[config.mk]
export PLATFORM = sky130hd
export DESIGN_NAME = vpend_base_ctrl
export DESIGN_NICKNAME = d
export VERILOG_FILES = /design/src/rtl/vpend_base_ctrl.sv
export SDC_FILE = /design/constraint.sdc
export NUM_CORES = 1
export LEC_CHECK = 0
export BUFFER_PORTS_ARGS = -buffer_cell sky130_fd_sc_hd__buf_2
export CORE_MARGIN = 2
export CORE_UTILIZATION = 49
export DETAILED_ROUTE_END_ITERATION = 12
export PLACE_DENSITY = 0.86
export SLEW_MARGIN = 5
export SYNTH_ARGS = -nofsm -noshare
export SYNTH_HDL_FRONTEND = slang
export SYNTH_SLANG_ARGS = --single-unit
export TNS_END_PERCENT = 5
[constraint.sdc]
create_clock -name clk -period 3.7 [get_ports clk]
set_clock_uncertainty 0.15 [all_clocks]
set_input_delay 0.185 -clock clk [delete_from_list [all_inputs] [get_ports clk]]
set_output_delay 0.185 -clock clk [all_outputs]
set_load 0.05 [all_outputs]
[src/rtl/vpend_base_ctrl.sv]
module vpend_base_ctrl #(
  parameter int PRIO_W = 8
) (
  input  logic              clk,
  input  logic              rst_n,
  input  logic              wr_en,
  input  logic [1:0]        wr_lanes,
  input  logic [63:0]       wr_data,
  output logic              wr_ready,
  output logic [63:0]       rd_data,
  output logic [PRIO_W-1:0] best_prio,
  output logic              scan_req,
  input  logic              scan_done,
  input  logic [PRIO_W-1:0] scan_prio,
  output logic              err_evt
);
  localparam int VLD_B = 63;
  localparam int PLAST_B = 61;
  localparam logic [PRIO_W-1:0] IDLE = '1;
  localparam logic [63:0] KEEP =
      (64'd1 << 63) | (64'd1 << 62) | (64'd1 << 61) | (64'h7 << 56) |
      (((64'd1 << 36) - 64'd1) << 16) | (64'h3 << 10) | (64'h7 << 7);

  logic [63:0] base_q;
  logic [PRIO_W-1:0] prio_q;
  logic busy_q, req_q, err_q;

  logic [63:0] lane_m, merged;
  logic take, old_v, new_v;

  assign lane_m = {{32{wr_lanes[1]}}, {32{wr_lanes[0]}}};
  assign merged = ((base_q & ~lane_m) | (wr_data & lane_m)) & KEEP;
  assign take   = wr_en && !busy_q && (wr_lanes != 2'b00);
  assign old_v  = base_q[VLD_B];
  assign new_v  = merged[VLD_B];

  always_ff @(posedge clk) begin
    if (!rst_n) begin
      base_q <= '0;
      prio_q <= IDLE;
      busy_q <= 1'b0;
      req_q  <= 1'b0;
      err_q  <= 1'b0;
    end else begin
      req_q <= 1'b0;
      err_q <= 1'b0;
      if (take) begin
        unique case ({old_v, new_v})
          2'b00: base_q <= merged;
          2'b01: begin
            base_q <= merged | (64'd1 << PLAST_B);
            req_q  <= 1'b1;
            busy_q <= 1'b1;
          end
          2'b10: begin
            base_q          <= merged;
            base_q[PLAST_B] <= (prio_q != IDLE);
            prio_q          <= IDLE;
          end
          default: err_q <= (merged != base_q);
        endcase
      end
      if (busy_q && scan_done) begin
        prio_q <= scan_prio;
        busy_q <= 1'b0;
      end
    end
  end

  assign wr_ready  = !busy_q;
  assign rd_data   = base_q;
  assign best_prio = prio_q;
  assign scan_req  = req_q;
  assign err_evt   = err_q;
endmodule


==> flow_summary.yaml <==
route:
  via_count: 3134
  drt_wl_total_mm: 8.78
  wl_per_cell_um: 14.4
  avgViaCountPerCell: 5.15
  postRouteAntennaNets: 0
  drc: 0
  first_iter_violations: 175
  firstDrtPassIters: 4
logic_synthesis:
  ys_seq_area_share_pct: 39.9
  ys_types: 47
  async_reset_ff_share_pct: 0
  synth.avg_cell_area_um2: 7.99
  yosys-top-cells-count: "nand2_1, dfxtp_1, a21oi_1, inv_1, buf_4"
  synth_most_common_cell: "nand2_1"
  synth-edff-count: 0
  synth_area_um2: 2910
  synthCells: 364
  synth_ff_type: "dfxtp_1"
  synth_area_leaders: "dfxtp_1, nand2_1, buf_4, a21boi_0, a21oi_1"
  ys.warnings.count: 0
  ys_ff_latch: 58
  yosysTopAreaCell: "dfxtp_1"
  synth_top_area_share_pct: 39.9
placed_design:
  hpwl_mm: 5.54
  gp_congestion: 0.857
  port_buffers: 118
final_layout:
  num_antenna_cells: 0
  layout.nets: 612
  ff_latch_area_um2: 1160
  multi_input_area_um2: 1480
  area_growth_pct: 42.7
  final_util_pct: 71.4
  fillers: 458
  drive_gt1_share_pct: 25.9
pwr:
  vdd_ir_drop_max_mv: 0.287
  p_per_area_nw_per_um2: 398
  power.leakage_nw: 1.89
sta:
  worst_pin_slew_ns: 0.795
  finalSetupTns_ns: 0
  hold-worst-slack_ns: 0.00824
  rsz0062_at_grt: "no"
  setup_violations: 0
  finalCritPeriodShare_pct: 71.1
  fmax_ghz: 0.380
  relSlewSlack_pct: 46.7
  fin_crit_ns: 2.63
  hold_viol: 0
  finalMaxSlewViolations: 0
critical_path:
  worstPathArrival_ns: 2.72
  required_ns: 3.79
  crit_type: "reg -> reg"
  end_kind: "register"
  startpoint_type: "register"
  crit_path_max_fanout: 21
grt:
  grt_max_degree: 33
  grt_usage_pct: 26.5
  first_global_vias: 2960
  grt_pass1_wl_mm: 13.3
  antenna_found_initial: 0
  overflow: 0
cts:
  cts_tree: "yes"
  clk_latency_ns: 0.33
  clock-root-buffer: "clkbuf_8"
  clk_path_buf_depth: 2
  cts_buffers: 9
  cts_sinks: 58
  path_clk_slew_ns: 0.06
  ctsHtreeMaxLevel: 3
  cts_setup_buffers: 0
floorplan:
  core_um2: 5820
  die_area_um2: 6570
  io_pins: 153
  die_h_um: 81.0
  initial_utilization_pct: 50.0
  die_x_um: 81.0
  rows: 28
status:
  status: "finished clean"
run:
  drv_cap: 0
worst_hold_path:
  hold_class: "in -> reg"
==> flip-flops by register name, summed over array words and instances, names as in the netlist <==
name and count:
scan_req 1, busy_q 1, best_prio 8, rd_data 47, err_evt 1
==> routing by layer <==
metal	part of all wire (%)	vias to the layer above	GRT usage, %
met5	0	-	0
met4	3.7	0	14.6
met3	6.3	33	6.78
met2	50	147	46.8
met1	40	1435	28.8
li1	-	1519	-
==> report_power, final <==
| group | switching [W] | internal [W] | total (W) |
|---|---|---|---|
| clock network | 0.000242 | 0.000338 | 0.000580 |
| registers | 0.0000254 | 0.000652 | 0.000677 |
| logic | 0.000260 | 0.000134 | 0.000394 |
==> layout by cell type (no fill, tap or decap), types with 3 or more instances in the layout <==
cell,instances
o2bb2ai_1,3
ha_1,4
buf_2,118
conb_1,17
o22ai_1,14
a21boi_0,18
inv_1,27
xor2_1,14
nor2b_1,5
xnor2_1,9
nand2_1,104
nor2_1,4
a21oi_1,27
clkbuf_8,11
nand4_1,4
dlygate4sd3_1,52
o21ai_0,3
dfxtp_1,58
a211oi_1,3
==> worst max-delay path, stage by stage, from the launching register on <==
cell and delay [ns]:
dfxtp_1 0.35, inv_1 0.12, o21ai_0 0.18, ha_1 0.26
nor4b_4 0.45, and2_1 0.71, nand2_1 0.11, a21boi_0 0.22
==> cell type report <==
type	instances	share of cell area [%]
Clock buffer	11	3.65
Timing Repair Buffer	171	27.0
Inverter	28	2.53
Sequential cell	58	28.0
Tap cell	75	2.26
Clock inverter	3	0.965
Multi-Input combinational cell	262	35.7
==> cells by family after synthesis <==
kind of cell             after synthesis  synth area share, %
AO/OA/AOI/OAI                         88                 20.6
AND/OR/NAND/NOR                      130                 19.4
buffers and inverters                 60                 11.2
XOR/XNOR                              23                 6.93
adder cells (fa/ha/maj)                4                 1.72
other                                  1                0.129
flip-flops                            58                 39.9
==> final timing paths <==
check | cells after the start | startpoint | slack [ns] | endpoint
max | 7 | rd_data[63]$_SDFFE_PN0P_ | 1.07 | rd_data[20]$_SDFFE_PN0P_
min | 3 | wr_data[20] | 0.008 | rd_data[20]$_SDFFE_PN0P_
max reg2reg | 7 | rd_data[63]$_SDFFE_PN0P_ | 1.07 | rd_data[20]$_SDFFE_PN0P_
min reg2reg | 2 | rd_data[29]$_SDFFE_PN0P_ | 0.32 | rd_data[29]$_SDFFE_PN0P_
==> per-stage QoR <==
| step | total power (W) | instances | instance area [um2] | setup WS [ns] |
|---|---|---|---|---|
| 5_1_grt | 0.00172 | 608 | 4150 | 0.870 |
| 2_1_floorplan | 0.000955 | 380 | 2970 | 1.42 |
| 3_3_place_gp | 0.00103 | 542 | 3440 | 1.22 |
| 4_1_cts | 0.00165 | 608 | 4150 | 1.07 |
| 6_report | 0.00165 | 608 | 4150 | 1.07 |
| 3_5_place_dp | 0.00103 | 542 | 3440 | 1.10 |
==> timing repair <==
action | in CTS | in global routing
endpoints found under the hold margin | 52 | 0
hold buffers | 52 | 0
gates resized for setup | 0 | 0
(Power assumes the default switching activity.)
